### src/rtl/ftp_pkg.sv
package ftp_pkg;

  // status word bit positions decoded by the poller
  localparam int TOGGLE_BIT = 6;
  localparam int TLIM_BIT   = 5;

  typedef enum logic [2:0] {
    ST_IDLE    = 3'd0,
    ST_DISCARD = 3'd1,
    ST_PAIR_A  = 3'd2,
    ST_PAIR_B  = 3'd3,
    ST_CONF_A  = 3'd4,
    ST_CONF_B  = 3'd5,
    ST_WAIT_MS = 3'd6
  } poll_state_t;

endpackage

### src/rtl/ftp_read_port.sv
module ftp_read_port #(
  parameter int ADDR_W   = 32,
  parameter int STATUS_W = 16
) (
  input  logic                clk,
  input  logic                rst_n,
  input  logic                go,
  input  logic [ADDR_W-1:0]   go_addr,
  output logic                rd_valid,
  input  logic                rd_ready,
  output logic [ADDR_W-1:0]   rd_addr,
  input  logic                rsp_valid,
  input  logic [STATUS_W-1:0] rsp_data,
  input  logic                rsp_err,
  output logic                fire,
  output logic [STATUS_W-1:0] fire_data,
  output logic                fire_err
);

  logic              req_q;
  logic              wait_q;
  logic [ADDR_W-1:0] addr_q;

  always_ff @(posedge clk or negedge rst_n) begin
    if (!rst_n) begin
      req_q  <= 1'b0;
      wait_q <= 1'b0;
      addr_q <= '0;
    end else begin
      if (go) begin
        req_q  <= 1'b1;
        addr_q <= go_addr;
      end else if (req_q && rd_ready) begin
        req_q <= 1'b0;
      end
      if (req_q && rd_ready) begin
        wait_q <= 1'b1;
      end else if (wait_q && rsp_valid) begin
        wait_q <= 1'b0;
      end
    end
  end

  assign rd_valid  = req_q;
  assign rd_addr   = addr_q;
  assign fire      = wait_q && rsp_valid;
  assign fire_data = rsp_data;
  assign fire_err  = rsp_err;

  // a request holds until accepted
  p_req_hold_r11: assert property (@(posedge clk) disable iff (!rst_n)
    rd_valid && !rd_ready |=> rd_valid && $stable(rd_addr));

  // a new read only once the previous one has been answered
  p_one_outstanding_r11: assert property (@(posedge clk) disable iff (!rst_n)
    go |-> !req_q && (!wait_q || rsp_valid));

endmodule

### src/rtl/ftp_toggle_judge.sv
module ftp_toggle_judge (
  input  logic clk,
  input  logic rst_n,
  input  logic capture,
  input  logic cur_toggle,
  input  logic cur_tlim,
  output logic toggle_same,
  output logic first_tlim
);

  logic first_toggle_q;
  logic first_tlim_q;

  always_ff @(posedge clk or negedge rst_n) begin
    if (!rst_n) begin
      first_toggle_q <= 1'b0;
      first_tlim_q   <= 1'b0;
    end else if (capture) begin
      first_toggle_q <= cur_toggle;
      first_tlim_q   <= cur_tlim;
    end
  end

  assign toggle_same = (first_toggle_q == cur_toggle);
  assign first_tlim  = first_tlim_q;

endmodule

### src/rtl/ftp_ms_window.sv
module ftp_ms_window #(
  parameter int LIMIT_W = 16,
  localparam int CNT_W  = LIMIT_W + 1
) (
  input  logic               clk,
  input  logic               rst_n,
  input  logic               clear,
  input  logic [LIMIT_W-1:0] limit_in,
  input  logic               bump,
  output logic [CNT_W-1:0]   count,
  output logic [CNT_W-1:0]   count_inc,
  output logic               exceed_on_bump,
  output logic [LIMIT_W-1:0] limit
);

  logic [CNT_W-1:0]   count_q;
  logic [LIMIT_W-1:0] limit_q;

  always_ff @(posedge clk or negedge rst_n) begin
    if (!rst_n) begin
      count_q <= '0;
      limit_q <= '0;
    end else if (clear) begin
      count_q <= '0;
      limit_q <= limit_in;
    end else if (bump) begin
      count_q <= count_inc;
    end
  end

  assign count_inc      = count_q + CNT_W'(1);
  assign exceed_on_bump = count_inc > {1'b0, limit_q};
  assign count          = count_q;
  assign limit          = limit_q;

  // the count never runs more than one past the limit
  p_count_bound_r7: assert property (@(posedge clk) disable iff (!rst_n)
    count_q <= {1'b0, limit_q} + CNT_W'(1));

endmodule

### src/rtl/flash_toggle_poller.sv
module flash_toggle_poller
  import ftp_pkg::*;
#(
  parameter int ADDR_W   = 32,
  parameter int LIMIT_W  = 16,
  parameter int STATUS_W = 16,
  localparam int CNT_W   = LIMIT_W + 1
) (
  input  logic                clk,
  input  logic                rst_n,
  input  logic                start,
  input  logic [ADDR_W-1:0]   start_addr,
  input  logic [LIMIT_W-1:0]  start_limit,
  input  logic                ms_tick,
  output logic                rd_valid,
  input  logic                rd_ready,
  output logic [ADDR_W-1:0]   rd_addr,
  input  logic                rd_rsp_valid,
  input  logic [STATUS_W-1:0] rd_rsp_data,
  input  logic                rd_rsp_err,
  output logic                busy,
  output logic                done,
  output logic                ok,
  output logic [CNT_W-1:0]    elapsed_ms
);

  poll_state_t         state_q, state_d;
  logic [ADDR_W-1:0]   addr_q;
  logic                done_q, ok_q;
  logic [CNT_W-1:0]    elapsed_q;

  logic                go, capture, bump, clear;
  logic                fin, fin_ok;
  logic [ADDR_W-1:0]   go_addr;
  logic                fire, fire_err;
  logic [STATUS_W-1:0] fire_data;
  logic                toggle_same, first_tlim, exceed_on_bump;
  logic [CNT_W-1:0]    cnt, cnt_inc;
  logic [LIMIT_W-1:0]  limit_q;

  ftp_read_port #(.ADDR_W(ADDR_W), .STATUS_W(STATUS_W)) u_port (
    .clk       (clk),
    .rst_n     (rst_n),
    .go        (go),
    .go_addr   (go_addr),
    .rd_valid  (rd_valid),
    .rd_ready  (rd_ready),
    .rd_addr   (rd_addr),
    .rsp_valid (rd_rsp_valid),
    .rsp_data  (rd_rsp_data),
    .rsp_err   (rd_rsp_err),
    .fire      (fire),
    .fire_data (fire_data),
    .fire_err  (fire_err)
  );

  ftp_toggle_judge u_judge (
    .clk         (clk),
    .rst_n       (rst_n),
    .capture     (capture),
    .cur_toggle  (fire_data[TOGGLE_BIT]),
    .cur_tlim    (fire_data[TLIM_BIT]),
    .toggle_same (toggle_same),
    .first_tlim  (first_tlim)
  );

  ftp_ms_window #(.LIMIT_W(LIMIT_W)) u_window (
    .clk            (clk),
    .rst_n          (rst_n),
    .clear          (clear),
    .limit_in       (start_limit),
    .bump           (bump),
    .count          (cnt),
    .count_inc      (cnt_inc),
    .exceed_on_bump (exceed_on_bump),
    .limit          (limit_q)
  );

  // only the two decoded status bits matter to the poller
  logic unused_status;
  assign unused_status = ^fire_data;

  always_comb begin
    state_d = state_q;
    go      = 1'b0;
    go_addr = addr_q;
    capture = 1'b0;
    bump    = 1'b0;
    clear   = 1'b0;
    fin     = 1'b0;
    fin_ok  = 1'b0;
    unique case (state_q)
      ST_IDLE: begin
        if (start) begin
          state_d = ST_DISCARD;
          go      = 1'b1;
          go_addr = start_addr;
          clear   = 1'b1;
        end
      end
      ST_DISCARD: begin
        if (fire) begin
          if (fire_err) fin = 1'b1;
          else begin
            state_d = ST_PAIR_A;
            go      = 1'b1;
          end
        end
      end
      ST_PAIR_A, ST_CONF_A: begin
        if (fire) begin
          if (fire_err) fin = 1'b1;
          else begin
            capture = 1'b1;
            go      = 1'b1;
            state_d = (state_q == ST_PAIR_A) ? ST_PAIR_B : ST_CONF_B;
          end
        end
      end
      ST_PAIR_B: begin
        if (fire) begin
          if (fire_err) fin = 1'b1;
          else if (toggle_same) begin
            fin    = 1'b1;
            fin_ok = 1'b1;
          end else if (first_tlim) begin
            state_d = ST_CONF_A;
            go      = 1'b1;
          end else begin
            state_d = ST_WAIT_MS;
          end
        end
      end
      ST_CONF_B: begin
        if (fire) begin
          fin    = 1'b1;
          fin_ok = !fire_err && toggle_same;
        end
      end
      ST_WAIT_MS: begin
        if (ms_tick) begin
          bump = 1'b1;
          if (exceed_on_bump) fin = 1'b1;
          else begin
            state_d = ST_DISCARD;
            go      = 1'b1;
          end
        end
      end
      default: state_d = ST_IDLE;
    endcase
    if (fin) state_d = ST_IDLE;
  end

  always_ff @(posedge clk or negedge rst_n) begin
    if (!rst_n) begin
      state_q   <= ST_IDLE;
      addr_q    <= '0;
      done_q    <= 1'b0;
      ok_q      <= 1'b0;
      elapsed_q <= '0;
    end else begin
      state_q <= state_d;
      done_q  <= fin;
      if (clear) addr_q <= start_addr;
      if (fin) begin
        ok_q      <= fin_ok;
        elapsed_q <= bump ? cnt_inc : cnt;
      end
    end
  end

  assign busy       = (state_q != ST_IDLE);
  assign done       = done_q;
  assign ok         = ok_q;
  assign elapsed_ms = elapsed_q;

  // every read of a poll targets the start address
  p_addr_fixed_r2: assert property (@(posedge clk) disable iff (!rst_n)
    rd_valid |-> rd_addr == addr_q);

  // an error response ends the poll with a failure
  p_err_fails_r8: assert property (@(posedge clk) disable iff (!rst_n)
    fire && fire_err |=> done && !ok);

  // done is a single-cycle pulse
  p_done_pulse_r9: assert property (@(posedge clk) disable iff (!rst_n)
    done |=> !done);

  // success is only reported within the budget
  p_ok_in_budget_r7: assert property (@(posedge clk) disable iff (!rst_n)
    done && ok |-> elapsed_ms <= {1'b0, limit_q});

  // the confirming pair follows only a compared pair
  p_confirm_after_pair_r4: assert property (@(posedge clk) disable iff (!rst_n)
    state_q == ST_PAIR_B && state_d == ST_CONF_A |-> !toggle_same && first_tlim);

  // a running poll keeps its address whatever arrives on start
  p_start_ignored_r10: assert property (@(posedge clk) disable iff (!rst_n)
    busy && start |=> $stable(addr_q));

endmodule

### config.mk
export PLATFORM = sky130hd
export DESIGN_NAME = flash_toggle_poller
export DESIGN_NICKNAME = d
export VERILOG_FILES = /design/src/rtl/ftp_pkg.sv /design/src/rtl/ftp_read_port.sv /design/src/rtl/ftp_toggle_judge.sv /design/src/rtl/ftp_ms_window.sv /design/src/rtl/flash_toggle_poller.sv
export SDC_FILE = /design/constraint.sdc
export NUM_CORES = 1
export LEC_CHECK = 0
export CAP_MARGIN = 20
export CORE_UTILIZATION = 58
export CTS_BUF_LIST = sky130_fd_sc_hd__clkbuf_8
export DETAILED_ROUTE_END_ITERATION = 8
export PLACE_DENSITY = 0.92
export SETUP_SLACK_MARGIN = 0.02
export SYNTH_ARGS = -nofsm -noshare
export SYNTH_HDL_FRONTEND = slang
export SYNTH_HIERARCHICAL = 1
export SYNTH_SLANG_ARGS = --single-unit
### constraint.sdc
create_clock -name clk -period 6.5 [get_ports clk]
set_input_delay 1.3 -clock clk [delete_from_list [all_inputs] [get_ports clk]]
set_output_delay 1.3 -clock clk [all_outputs]
set_load 0.005 [all_outputs]
* Yosys cells after proc, flatten, opt, wreduce, memory -nomap -nowiden
Index checks and enable logic that the tools add are counted. W data, S select, Z words.
Operators by class: div/mod/pow operators 0, shifts and indexed selects 0, multiplexer cells 49, equal/unequal tests 18, $add $sub $neg 1, order comparisons 1, reductions and logical operators 11, $mul 0, bitwise gates (word level) 0
Operator list (number):
- $mux W32 | 2
- $mux W3 | 12
- $mux W17 | 2
- $ne A3 B3 Y1 const B | 10
- $mux W1 | 28
- $pmux W3 S6 | 1
- $add A17 B1 Y17 const B | 1
- $gt A17 B16 Y1 | 1
- $reduce_and A11 Y1 | 1
- $eq A3 B3 Y1 const B | 3
- $pmux W1 S4 | 2
- $eq A3 B2 Y1 const B | 2
- $reduce_bool A2 Y1 | 2
- $eq A3 B1 Y1 const B | 1
- $logic_and A1 B1 Y1 | 3
- $logic_not A3 Y1 | 1
- $reduce_bool A3 Y1 | 1
- $reduce_or A3 Y1 | 1
- $mux W2 | 1
- $ne A2 B2 Y1 const B | 1
- $pmux W1 S2 | 1
- $reduce_or A2 Y1 | 1
- $eq A1 B1 Y1 | 1
- $logic_not A1 Y1 | 1
Word-level totals: memories 0, input bits 71, ROM bits 0, output and inout port bits 53, memory bits (writable) 0, latch bits 0, bits in registers 123

* Longest topological paths before layout
depth after elaboration 7, depth in mapped cells 15

* By module
Netlist, hierarchy kept.
Modules (own cells, without submodules):
- flash_toggle_poller | times used 1, area an instance 2892.8 um2, sequential area each 1351.3 um2, cells an instance 211
- ftp_ms_window | times used 1, area an instance 2037.0 um2, sequential area each 825.8 um2, cells an instance 226
- ftp_read_port | times used 1, area an instance 1549.0 um2, sequential area each 850.8 um2, cells an instance 93
- ftp_toggle_judge | times used 1, area an instance 81.3 um2, sequential area each 50.0 um2, cells an instance 5

* Least setup slack after synthesis
No wires, ideal clock.
path type register to register, from register u_window.count_q[0] (netlist: u_window/count[0]), to register elapsed_q[10] (netlist: elapsed_ms[10]), library setup time 0.125 ns, clock period less this slack 3.342 ns, slack 3.158 ns, data arrival time 3.217 ns, cell stages (with the launch flop) 15, data required time 6.375 ns, cells stage by stage dfrtp_1 -> ha_1 -> nand3_2 -> nor4_1 -> xor2_1 -> ha_1 -> nand4_1 -> nor3_1 -> a211oi_1 -> o211ai_1 -> a21o_1 -> a32o_1 -> a22o_1 -> buf_6 -> mux2_4
On the way: word-level cells in the longest chain between the ends 5
Ends and longest elaborated chain:
- start: declaration | line ftp_ms_window.sv:16 | logic [CNT_W-1:0] count_q;
- start signal: assignment | line ftp_ms_window.sv:27 | count_q <= count_inc;
- $add A17 B1 Y17 | line ftp_ms_window.sv:31 | assign count_inc = count_q + CNT_W'(1);
- net cnt_inc[10] | line flash_toggle_poller.sv:38 | logic [CNT_W-1:0] cnt, cnt_inc;
- $gt A17 B16 Y1 | line ftp_ms_window.sv:32 | assign exceed_on_bump = count_inc > {1'b0, limit_q};
- net exceed_on_bump | line flash_toggle_poller.sv:37 | logic toggle_same, first_tlim, exceed_on_bump;
- $mux W1 | line flash_toggle_poller.sv:143 | if (exceed_on_bump) fin = 1'b1;
- $mux W1 | line flash_toggle_poller.sv:141 | if (ms_tick) begin
- $pmux W1 S4 | line flash_toggle_poller.sv:92 | unique case (state_q)
- end signal: assignment | line flash_toggle_poller.sv:168 | elapsed_q <= bump ? cnt_inc : cnt;
- end: declaration | line flash_toggle_poller.sv:30 | logic [CNT_W-1:0] elapsed_q;
The timed path passes the listed nets, and every way through them passes these cells. A chain may end at the register's enable or synchronous reset.

* Worst setup path after layout
from register u_window.count_q[0] (netlist: u_window/count[0]), to register u_port.addr_q[29] (netlist: u_port/rd_addr[29])
On the way: word-level cells in the longest chain between the ends 5
Ends and longest elaborated chain:
- $add A17 B1 Y17 | line ftp_ms_window.sv:31
- net cnt_inc[13] | line flash_toggle_poller.sv:38
- $gt A17 B16 Y1 | line ftp_ms_window.sv:32
- net exceed_on_bump | line flash_toggle_poller.sv:37
- $mux W1 | line flash_toggle_poller.sv:143
- $mux W1 | line flash_toggle_poller.sv:141
- $pmux W1 S4 | line flash_toggle_poller.sv:92
- net go | line flash_toggle_poller.sv:32 | logic go, capture, bump, clear;
- end signal: assignment | line ftp_read_port.sv:32 | addr_q <= go_addr;
- end: declaration | line ftp_read_port.sv:22 | logic [ADDR_W-1:0] addr_q;
The timed path passes the listed nets, and every way through them passes these cells.

==> impl_results.md <==
- R2R Setup Slk: between 2000 and 2500 ps
- First-pass GRT wire length: ~22,000 um
- Synthesis-to-finish area growth: 23.53%
- RD Place Congestion: 0.8418
- Worst VDD drop: between 0.2 and 0.25 mV
- TritonRoute pass-1 iters: 4
- Static leakage: around 3.5 nW
- CTS Hold Bufs: 0
- Worst reg-to-reg path cell count: 13
- Fin. max-slew vios: 0
- Cell Count, Final, Fillers Out: approximately 780
- Port Buf Inserts: roughly 110
- CTS resizes: 0
- Largest net degree at the start of global routing: between 80 and 90
- Vias/cell: 5.575
- Synthesized area: between 6000 and 7000 um2
- Element type at the critical path end: flip-flop
- I/O Pins: approximately 120
- Fmax: 236.5 MHz
- End point of the critical path: u_port/rd_addr[29]
- Final period utilization: roughly two thirds
- Area of the multi-input gates: just over 3000 um2
- Clock Latency Late Sink: 430 ps
- Die width: between 100 and 150 um
- Sink Count: between 100 and 150
- Critical Path Source Type: flip-flop
- Hold Vio Cnt, Final: 0
- CTS tree: yes
- Worst r2r dst: u_port/rd_addr[29]
- Minimum clock period: 4229 ps
- Max-cap violations: 0
- Crit. Startpoint: u_window/count[0]
- Mapped Cells: ~520
- Core ar.: approximately 11,000 um2
- Total Wirelength: 13,290 um
- RSZ-0062 raised after global routing: false
- DP Cell Count: 745
- Detailed Place HPWL: between 9000 and 10,000 um
- Site Rows: 38
- DR vias: 4,332
- Clock slew seen by the registers of the worst setup and hold paths: 70 ps
- Hold slack: 505.6 ps
- Min-delay src: addr_q[2]
- Final Util: about three quarters
- Vias in the first global route: roughly 4,600
- Die Span Y: roughly 110 um
- Grt ovf: 0
- DRC: 0
- WP data required: between 6000 and 7000 ps
- Net count after synthesis: 609
- PwrDens: 386.8 nW/um2
- Clock skew: between 10 and 15 ps
- Post-route ant nets: 0
- Inserted Clock Buffers: 17
- Clk buf depth: 2
- Most common cell after layout, fill and taps aside: dfrtp_1
- YS warnings: 6
- Wire per inst: around 17 um
- Initial core utilization: between 50% and 60%
- Final Setup Violations: 0
- Gr usage total: 24.72%
- Outcome: completed
- TNS Setup: 0 ps
- Syn_area_per_cell: between 10 and 15 um2
- # Post-CTS Setup Buffers: 0
- Worst r2r src: u_window/count[0]
- ANT cells: 0
- Layout cells sized above 1: between 20% and 30%
- PnR Total Power: between 3 and 4 mW
- Rel. slew slack: 58.92%
- Die area: roughly 12,000 um2
- WS Path Type: flip-flop to flip-flop
- H-tree level count: 4
- Arrival time at the worst endpoint: roughly 4500 ps
- Worst slew pin tran: 616.2 ps
- Initial antenna violation count: 0
- Fill count: a little under 700
- FF/Latch Area: about 3100 um2
- Drt first-iter violations: 266
- Commonest cells after routing, fill and taps aside: dfrtp_1 (123), clkdlybuf4s50_1 (108), mux2_2 (89), mux2_4 (44), nand2_1 (32)
- Nets: approximately 700
- Hold Crit Class: flip-flop to flip-flop
- Critical Path Fanout Max: 33
- CTS root buf: clkbuf_8
[state kept, by name, indices dropped and copies added, names as in the netlist]
signal and flops:
addr_q 32, u_port/rd_addr 32, elapsed_ms 17, u_window/count 17
u_window/limit 16, state_q 3, done 1, ok 1
u_judge/first_tlim 1, u_judge/first_toggle_q 1, u_port/rd_valid 1, u_port/wait_q 1
[power breakdown]
group	internal [mW]	total, mW	switching, mW
Sequential	1.05	1.20	0.155
Clock	0.384	0.673	0.288
Combinational	0.755	1.21	0.456
[final cells by class]
class / instances / share of cell area [%]
Inverter: 24 / 1.130
Timing Repair Buffer: 115 / 14.53
Multi-Input combinational cell: 344 / 38.55
Sequential cell: 123 / 38.60
Tap cell: 140 / 2.197
Clock buffer: 22 / 3.797
Clock inverter: 9 / 1.193
[critical path, cell delays in order, from the launching register on]
cell and delay, ps:
dfrtp_1 510, nand3_1 210, nor2_2 390, nand3_1 160, xnor2_1 250, ha_1 300
o21ai_0 320, nor3_1 130, a211oi_1 280, o211ai_1 130, a21o_1 270, o221ai_4 200
buf_4 530, mux2_2 400
[stage by stage]
stage                     setup slack, ps  instance area (um2)
after floorplan                      3158                 6455
after global placement               2565                 7556
after detailed placement             2383                 7556
after CTS                            2341                 7954
after global routing                 2127                 7974
final                                2271                 7974
[worst min path at each step]
stage | slack [ps] | cells after the start | endpoint
after floorplan | 480 | 1 | addr_q[10]
after global placement | 480 | 1 | addr_q[22]
after detailed placement | 490 | 1 | elapsed_ms[16]
after CTS | 510 | 1 | addr_q[28]
after global routing | 520 | 1 | u_port/rd_addr[24]
final | 510 | 1 | addr_q[2]
[metal layers]
layer  routed length [um]  up-vias  GRT usage (%)  part of all wire, %
li1                     -     2026              -                    -
met1                 5919     2138          30.74                   45
met2                 6471      142          41.35                   49
met3                  629       26          6.295                  4.7
met4                  267        0          9.393                  2.0
met5                    0        -              0                    0
Power figures use the tool's default switching activity.
